--- config.mk ---
export PLATFORM = sky130hd
export DESIGN_NAME = serial_pot_ctrl
export DESIGN_NICKNAME = d
export VERILOG_FILES = /design/src/rtl/serial_pot_ctrl.sv
export SDC_FILE = /design/constraint.sdc
export NUM_CORES = 1
export LEC_CHECK = 0
export ABC_CLOCK_PERIOD_IN_PS = 1300
export BUFFER_PORTS_ARGS = -buffer_cell sky130_fd_sc_hd__buf_4
export CELL_PAD_IN_SITES_DETAIL_PLACEMENT = 1
export CELL_PAD_IN_SITES_GLOBAL_PLACEMENT = 2
export CORE_ASPECT_RATIO = 2
export CORE_UTILIZATION = 33
export CTS_BUF_LIST = sky130_fd_sc_hd__clkbuf_2
export CTS_CLUSTER_DIAMETER = 40
export DETAILED_ROUTE_END_ITERATION = 7
export GPL_TIMING_DRIVEN = 0
export PLACE_DENSITY_LB_ADDON = 0.1
export SETUP_SLACK_MARGIN = 0.2
export SLEW_MARGIN = 40
export SYNTH_ARGS = -nofsm -noshare
export SYNTH_HDL_FRONTEND = slang
export SYNTH_SLANG_ARGS = --single-unit
--- constraint.sdc ---
create_clock -name clk -period 1.3 [get_ports clk]
set_clock_uncertainty 0.05 [all_clocks]
set_input_delay 0.26 -clock clk [delete_from_list [all_inputs] [get_ports clk]]
set_output_delay 0.26 -clock clk [all_outputs]
set_load 0.005 [all_outputs]
--- src/rtl/serial_pot_ctrl.sv ---
module serial_pot_ctrl #(
  parameter int NCH = 4,
  parameter int AW  = 3,
  parameter int DW  = 8
) (
  input  logic              clk,
  input  logic              rst_n,
  input  logic              sclk,
  input  logic              cs_n,
  input  logic              sdi,
  input  logic              preset_n,
  input  logic              shdn_n,
  output logic [NCH*DW-1:0] wiper_codes,
  output logic [NCH-1:0]    term_a_open,
  output logic              sdo_pull_low,
  output logic              sdo_level
);
  localparam int FW = AW + DW;
  localparam logic [DW-1:0] MID = {1'b1, {(DW-1){1'b0}}};

  logic          sclk_q, cs_q, sdo_q;
  logic [FW-1:0] sr;

  wire shift_en = sclk & ~sclk_q & ~cs_n;
  wire load_en  = cs_n & ~cs_q;
  wire [AW-1:0] addr = sr[FW-1 -: AW];

  always_ff @(posedge clk or negedge rst_n) begin
    if (!rst_n) begin
      sclk_q <= 1'b0;
      cs_q   <= 1'b1;
      sr     <= '0;
    end else begin
      sclk_q <= sclk;
      cs_q   <= cs_n;
      if (shift_en) sr <= {sr[FW-2:0], sdi};
    end
  end

  always_ff @(posedge clk or negedge rst_n) begin
    if (!rst_n)         sdo_q <= 1'b1;
    else if (!preset_n) sdo_q <= 1'b0;
    else if (shift_en)  sdo_q <= sr[FW-1];
  end

  for (genvar i = 0; i < NCH; i++) begin : g_ch
    logic [DW-1:0] lat;
    always_ff @(posedge clk or negedge rst_n) begin
      if (!rst_n)                            lat <= MID;
      else if (!preset_n)                    lat <= MID;
      else if (load_en && addr == AW'(i))    lat <= sr[DW-1:0];
    end
    assign wiper_codes[i*DW +: DW] = lat;
    assign term_a_open[i]          = ~shdn_n;
  end

  assign sdo_pull_low = ~cs_n & shdn_n & ~sdo_q;
  assign sdo_level    = ~sdo_pull_low;
endmodule

Yosys cells after proc, flatten, opt, wreduce, memory -nomap -nowiden
Index checks and enable logic that the tools add are counted.
- output and inout bits: 38
- flip-flop bits (word level): 46
- reduce and logical (&&, ||, !) cells: 5
- bitwise logic cells: 11
- muxes and demuxes: 10
- eq/ne operators: 8
- operator list (cell ; number):
    $mux W8 ; 8
    $ne A2 B1 Y1 const B ; 5
    $eq A3 B2 Y1 const B ; 2
    $not A1 Y1 ; 6
    $and A1 B1 Y1 ; 5
    $logic_and A1 B1 Y1 ; 4
    $eq A3 B1 Y1 const B ; 1
    $logic_not A3 Y1 ; 1
    $mux W1 ; 2

Logic depth before layout (Yosys ltp)
Gate-level depths: netlist of the first run.
- depth in word-level cells: 5
- gate-level depth with buffers: 4
- depth with buffers taken out: 3

Worst setup path after synthesis of the first run
OpenSTA, ideal clock, no wires.
- kind: reg2reg
- start: reg sr[8]
- end: reg g_ch[0].lat[7]
- stages on the path, launching flop included: 5
- setup slack: -0.014 ns
- data required time: 1.175 ns
- arrival time: 1.189 ns
- path through: dfrtp_1 -> nor4b_2 -> nor2b_1 -> buf_4 -> mux2i_1
- cells in the longest elaborated chain, start to end: 3
- RTL lines (what ; line ; RTL):
    from (decl) ; 22 ; logic [FW-1:0] sr;
    from (signal assigned) ; 36 ; if (shift_en) sr <= {sr[FW-2:0], sdi};
    $logic_not A3 Y1 ; 51 ; else if (load_en && addr == AW'(i)) lat <= sr[DW-1:0];
    $logic_and A1 B1 Y1 ; 51 ;
    $ne A2 B1 Y1 (no line) ; -- ;
    to (signal assigned) ; 51 ;
    to (decl) ; 47 ; logic [DW-1:0] lat;
No other way between the ends.
A chain may end at the register's enable or synchronous reset.

Worst setup path after layout of the first run
- start: reg sdo_q
- end: out sdo_level
- cells in the longest elaborated chain, start to end: 3
- RTL lines (what ; line ; RTL):
    from (decl) ; 21 ; logic sclk_q, cs_q, sdo_q;
    from (signal assigned) ; 43 ; else if (shift_en) sdo_q <= sr[FW-1];
    $not A1 Y1 ; 57 ; assign sdo_pull_low = ~cs_n & shdn_n & ~sdo_q;
    $and A1 B1 Y1 ; 57 ;
    $not A1 Y1 ; 58 ; assign sdo_level = ~sdo_pull_low;
    to (decl) ; 16 ; output logic sdo_level
No other way between the ends.

==> flow_summary.ini, run 1 <==
[status]
violations = negative setup slack
status = complete, but fails checks

[sta]
rsz0062_at_grt = yes
period_needed_ns = 1.62
period_share = 1.24
fin_ws_ns = -0.315
hold_viol = 0
slew_headroom = 0.561
fmax_mhz = 619
slew_violations = 0
fin_tns_setup_ns = -4.95
worst_slew_pin_slew_ns = 0.659
setup_viol = 42

[logic_synthesis]
ys_seq_elements = 46
mappedNetlistNets = 158
synthCells = 151
seq_area_frac_synth = 0.603
ys_warn_count = 0
yosysUniqueCellTypes = 14
syn_area_per_cell_um2 = 12.7
syn_area_mm2 = 0.00192

[floorplan]
fp-row-count = 39
die_y_um = 110
fp.dieArea_mm2 = 0.00615
ios = 45
floorplan.initialDensity = 0.339
die_w_um = 55.9
design.core.area_mm2 = 0.00566

[routing]
via_per_inst = 4.92
detail_route.wl_per_cell_um = 17.6
antenna_left = 0
dr_total_vias = 1441
drc = 0
routed_wl_um = 5150
first_iter_violations = 16
dr.pass1.iters = 3

[grt]
antenna_found_initial = 0
grt_pass1_wl_um = 8210
overflow = 0
grt_usage = 0.182
grt_max_degree = 47
grt_pass1_vias = 1563

[clocking]
ctsRootBufferMaster = clkbuf_2
clk_latency_ns = 0.41
tritoncts = built
clk_pin_slew_ns = 0.21
cts.sinks = 46
cts_htree_levels = 2
clock_path_buffers = 2
numCtsBuffers = 5

[worst_setup_path]
critPathMaxStageDelay_ns = 0.42
crit_chain = or3_4 > buf_4
cp-start-kind = flip-flop
rr_worst_depth = 4
critPathSlowestCell = dfstp_2
rr_startpoint = sr[10]
setup.worst_path.end = sdo_level
crit_fanout = 2
reg2reg_setup_slack_ns = -0.25
crit_required_ns = 0.99
endpoint_kind = output pin
crit_type = flip-flop to output pin
startpoint = sdo_q
crit_arrival_ns = 1.31
r2r_end = g_ch[1].lat[1]

[cells_and_area]
drive_above_1_share = 0.483
final_cell_mix = 39 x dfrtp_1, 37 x buf_4, 36 x buf_6
diodes = 0
final_nets = 238
area_growth_pct = 49.5
layout_commonest_cell = dfrtp_1
fin_cells = 293
final_area_mm2 = 0.00287

[job]
maxCapViolCount = 0

[placed_design]
place.gp.congestion = 0.667
dp_slack_ns = -0.232
dp.cells = 256
hpwl_um = 3320
io_buffers = 44
dpl-instance-area_mm2 = 0.00237

[pwr]
ir_worst_vdd_mv = 0.869
p_leak_nw = 1.45
powerDensity_mw_per_mm2 = 1130

[worst_hold_path]
hold_path.class = input pin to flip-flop
-- critical path, delay by kind of cell, from the launching register on --
| kind | cells | cell delay (ns) |
|---|---|---|
| DFF | 1 | 0.42 |
| and+or+nand+nor | 1 | 0.33 |
| buffers and inverters | 1 | 0.14 |
-- worst min path at each step --
stage	cells past startpoint	slack (ns)	start	to
6_report	3	0.26	preset_n	g_ch[2].lat[7]
5_1_grt	3	0.22	preset_n	g_ch[2].lat[7]
4_1_cts	3	0.20	preset_n	g_ch[2].lat[7]
3_5_place_dp	1	0.26	rst_n	g_ch[2].lat[5]
3_3_place_gp	1	0.24	rst_n	g_ch[2].lat[5]
2_1_floorplan	0	-0.09	rst_n	g_ch[0].lat[0]
-- Yosys cell counts (all sizes together) --
library cell   n  area, um2
nor2b          8       50.1
and4bb         1       12.5
inv            2       7.51
nor3b          1       12.5
nor4b          1       15.0
nand2         37        144
dfstp          6        158
clkbuf         4       15.0
buf            6       45.0
or3            1       6.26
mux2          11        124
dfrtp         40       1000
mux2i         33        330
-- cells by family (layout without fill, tap and decap cells) --
kind of cell	after synthesis	in the layout	synth area share
AND/OR/NAND/NOR	49	49	0.125
flip-flops	46	46	0.603
buffers and inverters	12	93	0.0352
multiplexers	44	44	0.236
-- power by group --
group | total (W) | switching [W] | internal (W)
Clock | 0.000607 | 0.000449 | 0.000158
Sequential | 0.00181 | 0.000191 | 0.00162
Combinational | 0.000815 | 0.000319 | 0.000496
-- layer usage --
metal  up-vias  global-route usage  share of wire
li1        654                   -              -
met1       750               0.187           0.37
met2        31               0.354           0.58
met3         6              0.0388          0.031
met4         0              0.0679          0.015
met5         -                   0              0
-- registers in the layout, indices dropped and copies added, names as in the netlist --
register,count
g_ch.lat,32
sr,11
cs_q,1
sclk_q,1
sdo_q,1
-- what timing repair did --
item | in CTS | in global routing
gates cloned | 1 | 0
pin swaps | 3 | 2
endpoints found under the hold margin | 43 | 0
gates resized for setup | 50 | 11
setup endpoints to repair | 77 | 78
setup buffers | 14 | 10
hold buffers | 4 | 0
-- layout make-up --
cell class | count | area, um2
Fill cell | 598 | 2790
Sequential cell | 46 | 1160
Multi-Input combinational cell | 93 | 810
Timing Repair Buffer | 73 | 689
Buffer | 10 | 88.8
Tap cell | 61 | 76.3
Clock buffer | 8 | 40.0
Inverter | 2 | 7.51
-- metrics by stage --
step / utilization / hold WS [ns] / power (W)
floorplan: - / -0.0856 / 0.00216
finish: 0.507 / 0.256 / 0.00324
detailed placement: 0.418 / 0.261 / 0.00245
global route: 0.507 / 0.223 / 0.00342
CTS: 0.486 / 0.197 / 0.00323
global placement: 0.418 / 0.241 / 0.00241
Note: power is estimated with default switching activity, not from simulation.
==> run 2, diff against run 1 <==
- ABC_CLOCK_PERIOD_IN_PS: 1300 -> 1800
- CORE_UTILIZATION: 33 -> 36
- clock period: 1.3 -> 1.8 ns (I/O delays scaled with it)
==> run 2 against run 1 <==
Utilization fell by 3.0 points. Final area shrank 15%. Worst setup slack better by 0.41 ns. Routed wire length fell by 6.8%. Clock power shrank 5.9%. Largest power group unchanged. Die area shrank 8.1%. Non-clock buffer count is 26 lower. Global-route usage is 1.5 points higher. Combinational power decreased by 48%. Worst hold slack worse by 0.13 ns. Largest cell class unchanged. The run now ends clean. Highest routed layer unchanged.
==> flow_summary.ini, run 2 (synthesis gave the netlist of run 1 again) <==
[routing]
dr.pass1.iters = 2
via_per_inst = 5.01
detail_route.wl_per_cell_um = 18.2
drc = 0
dr_total_vias = 1323
antenna_left = 0
first_iter_violations = 13
routed_wl_um = 4800

[cells_and_area]
final_cell_mix = 48 x buf_4, 40 x dfrtp_1, 35 x nand2_1
final_area_mm2 = 0.00245
layout_commonest_cell = buf_4
final_nets = 212
largest_reg_flops = 32
reg_top3 = g_ch.lat (32), sr (11)
drive_above_1_share = 0.403
diodes = 0
top_register = g_ch.lat
fin_util = 0.477
area_growth_pct = 27.6

[pwr]
power_w = 0.00227
ir_worst_vdd_mv = 0.528
powerDensity_mw_per_mm2 = 928
p_leak_nw = 1.26

[clocking]
numCtsBuffers = 5
clock_path_buffers = 2
post_cts_buffers = 0
clk_pin_slew_ns = 0.22
tritoncts = built
ctsRootBufferMaster = clkbuf_2
clk_latency_ns = 0.40
cts.sinks = 46
cts_htree_levels = 2

[grt]
grt_pass1_wl_um = 7880
overflow = 0
grt_usage = 0.197
grt_max_degree = 47
antenna_found_initial = 0
grt_pass1_vias = 1493

[worst_setup_path]
r2r_end = g_ch[0].lat[6]
crit_arrival_ns = 1.29
crit_fanout = 2
cp-start-kind = flip-flop
rr_startpoint = sr[8]
crit_required_ns = 1.39
reg2reg_setup_slack_ns = 0.28
endpoint_kind = output pin
crit_type = flip-flop to output pin
rr_worst_depth = 4

[worst_hold_path]
hold_path.class = input pin to flip-flop
hold_depth = 2
hold_end = sr[0]
min_from = sdi

[sta]
slew_violations = 0
period_needed_ns = 1.70
fmax_mhz = 587
rsz0062_at_grt = yes
hold_viol = 0
slew_headroom = 0.593
period_share = 0.947
setup_viol = 0
worst_slew_pin_slew_ns = 0.611
fin_tns_setup_ns = 0

[floorplan]
fp-row-count = 37
ios = 45
die_y_um = 105
floorplan.initialDensity = 0.374
design.core.area_mm2 = 0.00514
die_w_um = 53.6
fp.dieArea_mm2 = 0.00565

[placed_design]
hpwl_um = 3390
io_buffers = 44
dpl-instance-area_mm2 = 0.00232
place.gp.congestion = 0.691

[job]
maxCapViolCount = 0

[status]
status = finished clean
[run 2: cell types whose count changed in the layout (fill, tap and decap cells not counted), sizes merged]
cell | previous run | this run
buf | 75 | 50
dlygate4sd3 | 4 | 3
bufinv | 0 | 1
clkbuf | 12 | 11
[run 2: area by class of cell]
cell class | instances | area, um2
clock buffers | 7 | 35.0
plain buffers | 10 | 67.6
flip-flops and latches | 46 | 1160
inverters | 2 | 7.51
repair buffers | 47 | 360
well taps | 58 | 72.6
clock inverters | 1 | 30.0
multi-input cells | 93 | 719
fillers | 576 | 2690
[run 2: worst max-delay path by stage]
stage | slack [ns] | depth (start not counted) | from | end
3_3_place_gp | 0.22 | 4 | cs_n | sr[5]
3_5_place_dp | 0.20 | 4 | cs_n | sr[2]
5_1_grt | 0.006 | 3 | sdo_q | sdo_pull_low
6_report | 0.1 | 2 | sdo_q | sdo_level
4_1_cts | 0.06 | 2 | sdo_q | sdo_level
2_1_floorplan | 0.49 | 3 | cs_n | sr[0]
[run 2: timing repair]
item,4_1_cts,5_1_grt
endpoints found under the hold margin,42,0
setup endpoints to repair,2,17
hold buffers,3,0
resized for setup,2,6
pin swaps,0,1
[run 2: critical path, cell delays in order, from the launching register on]
cell	delay, ns
dfstp_2	0.42
or3_4	0.33
buf_4	0.14
[run 2: per-stage QoR]
stage,instances,hold slack (ns),worst slack (ns)
2_1_floorplan,151,0.0144,0.485
3_3_place_gp,253,0.336,0.221
3_5_place_dp,253,0.361,0.195
4_1_cts,264,0.0946,0.0584
5_1_grt,264,0.0725,0.00595
6_report,264,0.123,0.0954
[run 2: where the power goes]
group	internal, W	total (W)	switching (W)
Combinational	0.000226	0.000426	0.000200
Sequential	0.00117	0.00128	0.000108
Clock	0.000247	0.000571	0.000323
[run 2: per-layer routing]
layer,GRT usage,vias up,wire [um]
met4,0.0714,0,80
met5,0,-,0
met2,0.353,27,2780
met1,0.217,685,1790
met3,0.0375,9,143
li1,-,602,-
==> run 3, diff against run 2 <==
- MAX_ROUTING_LAYER: not set -> met4
==> run 3 against run 2 <==
Critical path depth unchanged. Largest power group unchanged. Utilization unchanged. Sequential cell count did not move. Cell count unchanged. Clock power decreased by 0.7%. Critical endpoint unchanged.
==> flow_summary.ini, run 3 (synthesis gave the netlist of run 1 again) <==
[sta]
fin_tns_setup_ns = 0
period_needed_ns = 1.70
holdWs_ns = 0.123
hold_viol = 0
rsz0062_at_grt = yes
slew_violations = 0
setup_viol = 0
period_share = 0.947
slew_headroom = 0.596
fmax_mhz = 587
worst_slew_pin_slew_ns = 0.606

[worst_setup_path]
crit_required_ns = 1.39
crit_fanout = 2
endpoint_kind = output pin
cp-start-kind = flip-flop
crit_chain = or3_4 > buf_4
critPathSlowestCell = dfstp_2
crit_type = flip-flop to output pin
critPathMaxStageDelay_ns = 0.42
rr_startpoint = sr[8]
path_delay_family = flip-flops
crit_arrival_ns = 1.29
startpoint = sdo_q
critPathBufInv = 1

[job]
maxCapViolCount = 0

[routing]
antenna_left = 0
detail_route.wl_per_cell_um = 18.1
via_per_inst = 4.98
first_iter_violations = 13
dr.pass1.iters = 3
routed_wl_um = 4770
drc = 0
dr_total_vias = 1314

[floorplan]
floorplan.initialDensity = 0.374
fp-row-count = 37
die_w_um = 53.6
die_y_um = 105
ios = 45
design.core.area_mm2 = 0.00514
fp.dieArea_mm2 = 0.00565

[placed_design]
hpwl_um = 3390
io_buffers = 44
place.gp.congestion = 0.698

[worst_hold_path]
min_from = sdi
hold_path.class = input pin to flip-flop

[cells_and_area]
diodes = 0
num-fill-cells = 576
top_register = g_ch.lat
final_cell_mix = 48 x buf_4, 40 x dfrtp_1, 35 x nand2_1
drive_above_1_share = 0.403
fin_util = 0.477
reg_top3 = g_ch.lat (32), sr (11)
largest_reg_flops = 32
area_growth_pct = 27.6
layout_commonest_cell = buf_4
final_nets = 212

[grt]
grt_usage = 0.203
antenna_found_initial = 0
grt_max_degree = 47
overflow = 0
grt_pass1_wl_um = 7890
grt_pass1_vias = 1491

[clocking]
numCtsBuffers = 5
clk_pin_slew_ns = 0.22
ctsRootBufferMaster = clkbuf_2
clock_path_buffers = 2
cts.sinks = 46
post_cts_buffers = 0
cts_htree_levels = 2
clk_latency_ns = 0.40
tritoncts = built

[status]
status = finished clean

[pwr]
p_leak_nw = 1.26
ir_worst_vdd_mv = 0.523
powerDensity_mw_per_mm2 = 927
-- run 3: cell counts in the layout (fill, tap and decap cells not counted) --
Identical to the previous run, type by type.
-- run 3: timing repair --
action                                 CTS  global route
pin swaps                                0             1
setup endpoints to repair                2            17
endpoints found under the hold margin   42             0
hold buffers                             3             0
resized for setup                        2             6
-- run 3: cell type report --
cell class | count | area [um2] | area share
tap | 58 | 72.6 | 0.0296
sequential | 46 | 1160 | 0.473
clock buffer | 7 | 35.0 | 0.0143
clock inverter | 1 | 30.0 | 0.0123
multi-input combinational | 93 | 719 | 0.294
buffer | 10 | 67.6 | 0.0276
timing repair buffer | 47 | 360 | 0.147
inverter | 2 | 7.51 | 0.00306
-- run 3: routing by layer --
metal	global-route usage	vias up	wire length [um]
li1	-	604	-
met1	0.218	674	1780
met2	0.353	27	2770
met3	0.0375	9	136
met4	0.0714	0	80
met5	-	-	0
-- run 3: metrics by stage --
step	instance area (um2)	setup WS [ns]	instances	power, W
CTS	2420	0.0584	264	0.00230
global route	2450	0.00595	264	0.00239
finish	2450	0.0958	264	0.00227
detailed placement	2320	0.195	253	0.00171
global placement	2320	0.221	253	0.00168
floorplan	1920	0.485	151	0.00151
-- run 3: worst paths after layout --
kind	to	slack [ns]	cells after the start
max reg2reg	g_ch[0].lat[4]	0.27	4
max	sdo_level	0.1	2
min in group asynchronous	g_ch[2].lat[2]	0.42	2
max in group asynchronous	g_ch[1].lat[5]	0.87	2
min reg2reg	g_ch[1].lat[0]	0.50	2
min	sr[0]	0.12	2
-- run 3: worst reg2reg max path, delay by kind of cell, from the launching register on --
kind / cells / cell delay [ns]
simple gates: 2 / 0.52
flops: 1 / 0.49
mux: 1 / 0.22
buf+inv: 1 / 0.18
-- run 3: report_power, final --
part	switching (W)	internal, W
clock network	0.000319	0.000247
logic	0.000200	0.000226
registers	0.000108	0.00117
